**src/rtl/swd_wr_pkg.sv**
```systemverilog
package swd_wr_pkg;
    typedef enum logic [2:0] {
        S_IDLE,
        S_REQ,
        S_TRN1,
        S_ACK,
        S_TRN2,
        S_DATA,
        S_PAR,
        S_FIN
    } swd_state_e;

    localparam logic [2:0] ACK_OK  = 3'b001;
    localparam int         HDR_LEN = 8;
    localparam int         ACK_LEN = 3;
endpackage

```
**src/rtl/swd_clk_gen.sv**
```systemverilog
module swd_clk_gen #(
    parameter int DIV_W = 8
) (
    input  logic             clk,
    input  logic             rst_n,
    input  logic             en,
    input  logic [DIV_W-1:0] half,
    output logic             swclk,
    output logic             rise_ev,
    output logic             slot_end
);
    logic [DIV_W-1:0] cnt;
    logic             ph;
    logic             wrap;

    assign wrap = (cnt == half);

    always_ff @(posedge clk or negedge rst_n) begin
        if (!rst_n) begin
            cnt <= '0;
            ph  <= 1'b0;
        end else if (!en) begin
            cnt <= '0;
            ph  <= 1'b0;
        end else if (wrap) begin
            cnt <= '0;
            ph  <= ~ph;
        end else begin
            cnt <= cnt + 1'b1;
        end
    end

    assign swclk    = ph;
    assign rise_ev  = en && !ph && wrap;
    assign slot_end = en && ph && wrap;

    // a disabled generator parks the clock low
    a_r4_park_low: assert property (@(posedge clk) disable iff (!rst_n)
        !en |=> !swclk);
endmodule

```
**src/rtl/swd_req_hdr.sv**
```systemverilog
module swd_req_hdr (
    input  logic       ap_sel,
    input  logic [1:0] addr,
    output logic [7:0] hdr
);
    logic rnw;
    logic par;

    assign rnw = 1'b0;
    // even parity over the four request fields
    assign par = ap_sel ^ rnw ^ addr[0] ^ addr[1];

    // bit 0 goes on the wire first
    assign hdr = {1'b1, 1'b0, par, addr[1], addr[0], rnw, ap_sel, 1'b1};
endmodule

```
**src/rtl/swd_wr_engine.sv**
```systemverilog
module swd_wr_engine
    import swd_wr_pkg::*;
#(
    parameter int DIV_W  = 8,
    parameter int DATA_W = 32
) (
    input  logic              clk,
    input  logic              rst_n,
    input  logic              start,
    input  logic              ap_sel,
    input  logic [1:0]        addr,
    input  logic [DATA_W-1:0] wdata,
    input  logic [DIV_W-1:0]  half_div,
    output logic              swclk,
    output logic              swdio_o,
    output logic              swdio_oe,
    input  logic              swdio_i,
    output logic              busy,
    output logic              done,
    output logic [2:0]        ack
);
    localparam int IDX_W = ($clog2(DATA_W) > 3) ? $clog2(DATA_W) : 3;
    localparam logic [IDX_W-1:0] HDR_LAST  = IDX_W'(HDR_LEN - 1);
    localparam logic [IDX_W-1:0] ACK_LAST  = IDX_W'(ACK_LEN - 1);
    localparam logic [IDX_W-1:0] DATA_LAST = IDX_W'(DATA_W - 1);

    swd_state_e        state, state_nx;
    logic [IDX_W-1:0]  idx;
    logic              ap_q;
    logic [1:0]        addr_q;
    logic [DATA_W-1:0] wdata_q;
    logic [DIV_W-1:0]  half_q;
    logic [2:0]        ack_q;
    logic [7:0]        hdr;
    logic              clk_en;
    logic              rise_ev;
    logic              slot_end;

    swd_req_hdr u_hdr (
        .ap_sel (ap_q),
        .addr   (addr_q),
        .hdr    (hdr)
    );

    swd_clk_gen #(.DIV_W(DIV_W)) u_clk (
        .clk      (clk),
        .rst_n    (rst_n),
        .en       (clk_en),
        .half     (half_q),
        .swclk    (swclk),
        .rise_ev  (rise_ev),
        .slot_end (slot_end)
    );

    // next-state logic
    always_comb begin
        state_nx = state;
        unique case (state)
            S_IDLE: if (start) state_nx = S_REQ;
            S_REQ:  if (slot_end && idx == HDR_LAST) state_nx = S_TRN1;
            S_TRN1: if (slot_end) state_nx = S_ACK;
            S_ACK:  if (slot_end && idx == ACK_LAST)
                        state_nx = (ack_q == ACK_OK) ? S_TRN2 : S_FIN;
            S_TRN2: if (slot_end) state_nx = S_DATA;
            S_DATA: if (slot_end && idx == DATA_LAST) state_nx = S_PAR;
            S_PAR:  if (slot_end) state_nx = S_FIN;
            S_FIN:  state_nx = S_IDLE;
        endcase
    end

    // state register, slot index, captured request and acknowledge
    always_ff @(posedge clk or negedge rst_n) begin
        if (!rst_n) begin
            state   <= S_IDLE;
            idx     <= '0;
            ap_q    <= 1'b0;
            addr_q  <= '0;
            wdata_q <= '0;
            half_q  <= '0;
            ack_q   <= '0;
        end else begin
            state <= state_nx;
            if (state_nx != state)
                idx <= '0;
            else if (slot_end)
                idx <= idx + 1'b1;
            if (state == S_IDLE && start) begin
                ap_q    <= ap_sel;
                addr_q  <= addr;
                wdata_q <= wdata;
                half_q  <= half_div;
                ack_q   <= '0;
            end else if (state == S_ACK && rise_ev) begin
                ack_q[idx[1:0]] <= swdio_i;
            end
        end
    end

    // outputs
    always_comb begin
        swdio_o  = 1'b0;
        swdio_oe = 1'b0;
        clk_en   = 1'b0;
        unique case (state)
            S_IDLE, S_FIN: ;
            S_REQ: begin
                clk_en   = 1'b1;
                swdio_oe = 1'b1;
                swdio_o  = hdr[idx[2:0]];
            end
            S_TRN1, S_ACK, S_TRN2: clk_en = 1'b1;
            S_DATA: begin
                clk_en   = 1'b1;
                swdio_oe = 1'b1;
                swdio_o  = wdata_q[idx[$clog2(DATA_W)-1:0]];
            end
            S_PAR: begin
                clk_en   = 1'b1;
                swdio_oe = 1'b1;
                swdio_o  = ^wdata_q;
            end
        endcase
    end

    assign busy = (state != S_IDLE);
    assign done = (state == S_FIN);
    assign ack  = ack_q;

    // pin frozen during the high half of a slot
    a_r5_hold_while_high: assert property (@(posedge clk) disable iff (!rst_n)
        (swclk && $past(swclk)) |-> ($stable(swdio_o) && $stable(swdio_oe)));

    // no clock activity while idle
    a_r4_idle_clock_low: assert property (@(posedge clk) disable iff (!rst_n)
        !busy |-> !swclk);

    // done lasts one cycle
    a_r10_done_single: assert property (@(posedge clk) disable iff (!rst_n)
        done |=> !done);

    // data phase only after an OK acknowledge
    a_r9_data_needs_ok: assert property (@(posedge clk) disable iff (!rst_n)
        (state == S_TRN2 || state == S_DATA || state == S_PAR) |-> (ack_q == ACK_OK));
endmodule

```
**config.mk**
```make
export PLATFORM = sky130hd
export DESIGN_NAME = swd_wr_engine
export DESIGN_NICKNAME = d
export VERILOG_FILES = /design/src/rtl/swd_wr_pkg.sv /design/src/rtl/swd_clk_gen.sv /design/src/rtl/swd_req_hdr.sv /design/src/rtl/swd_wr_engine.sv
export SDC_FILE = /design/constraint.sdc
export NUM_CORES = 1
export LEC_CHECK = 0
export BUFFER_PORTS_ARGS = -buffer_cell sky130_fd_sc_hd__clkbuf_2
export CAP_MARGIN = 20
export CORE_MARGIN = 2
export CORE_UTILIZATION = 50
export DETAILED_ROUTE_END_ITERATION = 12
export PLACE_DENSITY = 0.76
export SLEW_MARGIN = 10
export SYNTH_ARGS = -nofsm -noshare
export SYNTH_HDL_FRONTEND = slang
export SYNTH_SLANG_ARGS = --single-unit
```
**constraint.sdc**
```tcl
create_clock -name clk -period 4.51 [get_ports clk]
set_input_delay 0.902 -clock clk [delete_from_list [all_inputs] [get_ports clk]]
set_output_delay 0.902 -clock clk [all_outputs]
set_load 0.05 [all_outputs]
```
# After elaboration in Yosys (flattened, before gate mapping)
# Index checks and enable logic that the tools add are counted.
[op_classes]
addsub = 2
order_cmp = 4
n_eq_ne = 14
muxes = 27
n_bitwise = 3
reduce_logical = 18
[op_table]
columns = ["cell", "count"]
rows = [
  ["$reduce_xor A32 Y1", 1],
  ["$mux W3", 9],
  ["$pmux W3 S8", 1],
  ["$mux W8", 2],
  ["$eq A3 B3 Y1 const B", 4],
  ["$logic_and A1 B1 Y1", 10],
  ["$mux W5", 2],
  ["$add A8 B1 Y8 const B", 1],
  ["$eq A8 B8 Y1", 1],
  ["$mux W1", 7],
  ["$eq A3 B1 Y1 const B", 2],
  ["$eq A3 B2 Y1 const B", 2],
  ["$lt A5 B6 Y1 const B", 1],
  ["$reduce_or A6 Y1", 1],
  ["$add A5 B1 Y5 const B", 1],
  ["$bmux W1 S5", 1],
  ["$eq A5 B2 Y1 const B", 1],
  ["$eq A5 B3 Y1 const B", 1],
  ["$eq A5 B5 Y1 const B", 1],
  ["$lt A3 B4 Y1 const B", 1],
  ["$reduce_bool A2 Y1", 2],
  ["$bmux W1 S3", 1],
  ["$bwmux W3", 1],
  ["$logic_not A3 Y1", 1],
  ["12 further kinds", 13],
]
[totals]
ff_bits = 63
in_bits = 47
output_inout_bits = 8
wordCells = 77

# Logic depth before layout (Yosys ltp)
[depth]
word_depth = 10
depth_mapped = 10

# Modules after synthesis
# Synthesis repeated with hierarchy kept, for this count alone.
[unflattened]
hier_cells = 290
area_unflattened_um2 = 3578.4
[by_module_without_submodules]
columns = ["mod", "instances", "cells_each", "area_each_um2"]
rows = [
  ["swd_wr_engine", 1, 230, 2941.6],
  ["swd_clk_gen", 1, 49, 545.5],
  ["swd_req_hdr", 1, 11, 91.3],
]

# Worst setup path before layout
# No wires, ideal clock.
[synth_timing]
kind = "reg-to-output"
startpoint = "register wdata_q[31]"
endpoint = "output swdio_o"
arrival_time_ns = 2.326
slack_ns = 1.282
stages_incl_launch_ff = 7
n_path_buf = 0
path_cell_list = "dfrtp_1 xor2_1 xnor2_1 xnor2_1 xnor2_1 xnor2_1 o311ai_1"
[synth_between]
elab_chain_len = 3
word_cells_on_any_way = 4
classes_between = "mux (3); reduce/logical (1)"
[synth_rtl]
columns = ["item", "line_no", "text"]
rows = [
  ["from (decl)", "swd_wr_engine.sv:31", "logic [DATA_W-1:0] wdata_q;"],
  ["from (signal assigned)", "swd_wr_engine.sv:90", "wdata_q <= wdata;"],
  ["$bmux W1 S5", "swd_wr_engine.sv:115", "swdio_o = wdata_q[idx[$clog2(DATA_W)-1:0]];"],
  ["$mux W1 (implied by the code)", "swd_wr_engine.sv:115", ""],
  ["$pmux W1 S3 (*)", "swd_wr_engine.sv:104", "unique case (state)"],
  ["to (decl)", "swd_wr_engine.sv:15", "output logic swdio_o,"],
]
# Mark *: on every way between the ends. The rest lies on a longest branch, timed or not. The select of a mux whose other input is x is not followed.

# Worst setup path in the final report
[layout_timing]
startpoint = "register idx[2]"
endpoint = "output swdio_o"
[layout_between]
elab_chain_len = 3
word_cells_on_any_way = 5
classes_between = "mux (5)"
[layout_rtl]
columns = ["item", "line_no", "text"]
rows = [
  ["from (decl)", "swd_wr_engine.sv:28", "logic [IDX_W-1:0] idx;"],
  ["from (signal assigned)", "swd_wr_engine.sv:86", "idx <= idx + 1'b1;"],
  ["$bmux W1 S5 or $bmux W1 S3 (tied branches)", "swd_wr_engine.sv:115, swd_wr_engine.sv:109", ""],
  ["$mux W1, on equally long branches", "swd_wr_engine.sv:115, swd_wr_engine.sv:109", ""],
  ["$pmux W1 S3 (*)", "swd_wr_engine.sv:104", ""],
]
# Marked as above.

==> flow_metrics.tcl <==
set metrics [dict create \
    arrival_ns 2.69 \
    relSlewSlack 0.487 \
    viasPerCell 5.30 \
    crit_type "reg2out" \
    hp-start "half_q[0]$_DFFE_PN0P_" \
    dpl.hpwl_mm 5.04 \
    syn_nets 352 \
    via_count 2386 \
    min_to "half_q[0]$_DFFE_PN0P_" \
    netSwitchingPower_mw 1.06 \
    yosys-top-cells-area "dfrtp_1, mux2_2, xnor2_1, mux4_2, xor2_1" \
    initial_core_util 0.514 \
    peakVddDrop_mv 0.477 \
    synth_edf_count 0 \
    synth_area_sq_mm 0.00349 \
    yosys_warnings 0 \
    place_area_sq_mm 0.00382 \
    num_rows 30 \
    fin_crit_sh 0.796 \
    wl_per_cell_um 15.3 \
    cts-root-buf "clkbuf_8" \
    syn_avg_cell_area_sq_um 11.7 \
    swShare 0.367 \
    diodes 0 \
    maxSlewViolCount 0 \
    preCtsSetupSlack_ns 1.28 \
    setup_tns_ns 0 \
    grt_pass1_vias 2408 \
    synth_ff_type "dfrtp_1" \
    postCtsHoldBufs 0 \
    h-tree-depth 3 \
    ys_seq_area_frac 0.451 \
    dieHeight_um 87.6 \
    synth-seq-cells 63 \
    numCtsBuffers 9 \
    place_congestion 0.882 \
    finalNetCount 402 \
    cellLeakagePower_nw 1.73 \
    cp-end-kind "output pin" \
    start_kind "register" \
    clk_latency_ns 0.35 \
    syn_inst 299 \
    status "finished clean" \
    grt_max_degree 39 \
    grt_pass1_wl_mm 11.6 \
    powerDensity_mw_per_mm2 719 \
    clkPwrFrac 0.168 \
    rsz0062_at_grt "no" \
    async_reset_ff_frac 1.00 \
    internal_power_mw 1.83 \
    drive_gt1_frac 0.359 \
    p_seq_frac 0.349 \
    cap_violations 0 \
    drc 0 \
    fin_ws_ns 0.919 \
    crit_fanout 15 \
    wl_mm 6.89 \
    place.port_buffers 54 \
    ant_nets 0 \
    fmax_mhz 279 \
    cts_setup_buffers 0 \
    dp_cells 434 \
    grt_overflow_total 0 \
    p_comb_frac 0.482 \
    r2r-start "idx[0]$_DFFE_PN0P_" \
    netlist.area_leader.share 0.451 \
    worstRegToRegCells 7 \
    cts_buffer_depth 2 \
    cts_tree "done" \
    cp.required_ns 3.61 \
    dieArea_sq_mm 0.00767 \
    clock_skew_ns 0.00782 \
    antenna_found_initial 0 \
    io-pin-count 55 \
    clk_pin_slew_ns 0.07 \
    core_area_sq_mm 0.00679 \
    hold_path_depth 1 \
    r2r_slack_ns 1.86 \
    hp-class "reg2reg" \
    yosys.area.top_type "dfrtp_1" \
    final_cell_area_sq_mm 0.00401 \
    final_cells 450 \
    grt_util_all_layers 0.198 \
    die_w_um 87.6 \
    synth.distinct_cells 42 \
    drt-pass1-iter-count 4 \
    r2r-end "idx[4]$_DFFE_PN0P_" \
    area_delta_synth_final_pct 14.8 \
    setup_viol 0 \
    tightest_slew_ns 0.767 \
    dr.first_iter.drc_count 138 \
    finalCriticalPeriod_ns 3.59 \
    final_hold_viol_count 0 \
    clkSinkCount 63 \
    ctsResizeCount 0 \
]
## placed cells by master, fill, tap and decap left out, drive strengths merged, types with 4 or more instances in the layout
cell type / n
and3: 4
xor2: 10
nand3: 10
mux2i: 8
a2111oi: 4
nor2: 21
nand4: 6
xnor2: 39
mux2: 46
clkbuf: 67
inv: 8
mux4: 6
nor2b: 5
nor4: 4
ha: 6
dfrtp: 63
nand2: 15
a31oi: 4
## critical path: stages (launching register included)
cell	delay, ns
dfrtp_1	0.70
mux4_2	0.58
mux2_2	0.27
a221o_1	0.34
nand3_1	0.08
o311ai_1	0.10
clkbuf_2	0.27
## area by class of cell
class,count,area [sq um]
sequential,63,1580
inverter,8,30.0
clock buffer,13,149
multi-input combinational,211,1810
tap,96,120
clock inverter,3,42.5
timing repair buffer,56,285
fill,549,2780
## per-stage QoR
| stage | utilization | total power, mW | hold WS, ns |
|---|---|---|---|
| detailed placement | 0.562 | 2.42 | 0.527 |
| finish | 0.590 | 2.89 | 0.534 |
| global placement | 0.562 | 2.36 | 0.514 |
| CTS | 0.590 | 2.91 | 0.542 |
| floorplan | - | 2.15 | 0.502 |
| global route | 0.590 | 3.07 | 0.553 |
## metal layers
metal	up-vias	track usage	share of wire
li1	1156	-	-
met1	1156	0.262	0.45
met2	58	0.316	0.48
met3	16	0.0556	0.049
met4	0	0.0685	0.019
met5	-	0	0
## power groups by stage
stage / Sequential, mW / Clock [mW] / Combinational (mW)
3_5_place_dp: 1.02 / 0 / 1.40
6_report: 1.01 / 0.486 / 1.39
4_1_cts: 1.01 / 0.494 / 1.41
3_3_place_gp: 1.01 / 0 / 1.35
5_1_grt: 1.03 / 0.528 / 1.51
2_1_floorplan: 0.936 / 0 / 1.22
## synthesized netlist by cell type, types with 5 or more instances
cell type,number
buf_2,8
clkbuf_1,5
dfrtp_1,63
ha_1,6
inv_1,8
mux2_2,46
mux2i_1,8
mux4_2,6
nand2_1,15
nand3_1,9
nand4_1,6
nor2_1,21
nor2b_1,5
xnor2_1,39
xor2_1,10
## how the worst max path moves through the flow
stage,start,slack (ns),cells after the start,endpoint
2_1_floorplan,wdata_q[31]$_DFFE_PN0P_,1.28,6,swdio_o
3_3_place_gp,idx[2]$_DFFE_PN0P_,1.34,6,swdio_o
3_5_place_dp,idx[2]$_DFFE_PN0P_,1.28,6,swdio_o
4_1_cts,idx[2]$_DFFE_PN0P_,0.91,6,swdio_o
5_1_grt,idx[2]$_DFFE_PN0P_,0.79,6,swdio_o
6_report,idx[2]$_DFFE_PN0P_,0.92,6,swdio_o
## flip-flops by register name, summed over array words and instances (netlist names)
signal,cells
state,3
idx,5
half_q,8
ack,3
wdata_q,32
u_clk.swclk,1
ap_q,1
u_clk.cnt,8
addr_q,2
## cells by family after synthesis
family          after synthesis  share of synthesized area
simple gates                 73                      0.109
buf+inv                      25                     0.0340
xor+xnor                     49                      0.123
mux                          60                      0.210
fa+ha+maj                     6                     0.0215
flops                        63                      0.451
compound gates               23                     0.0516
(Power assumes the default switching activity.)
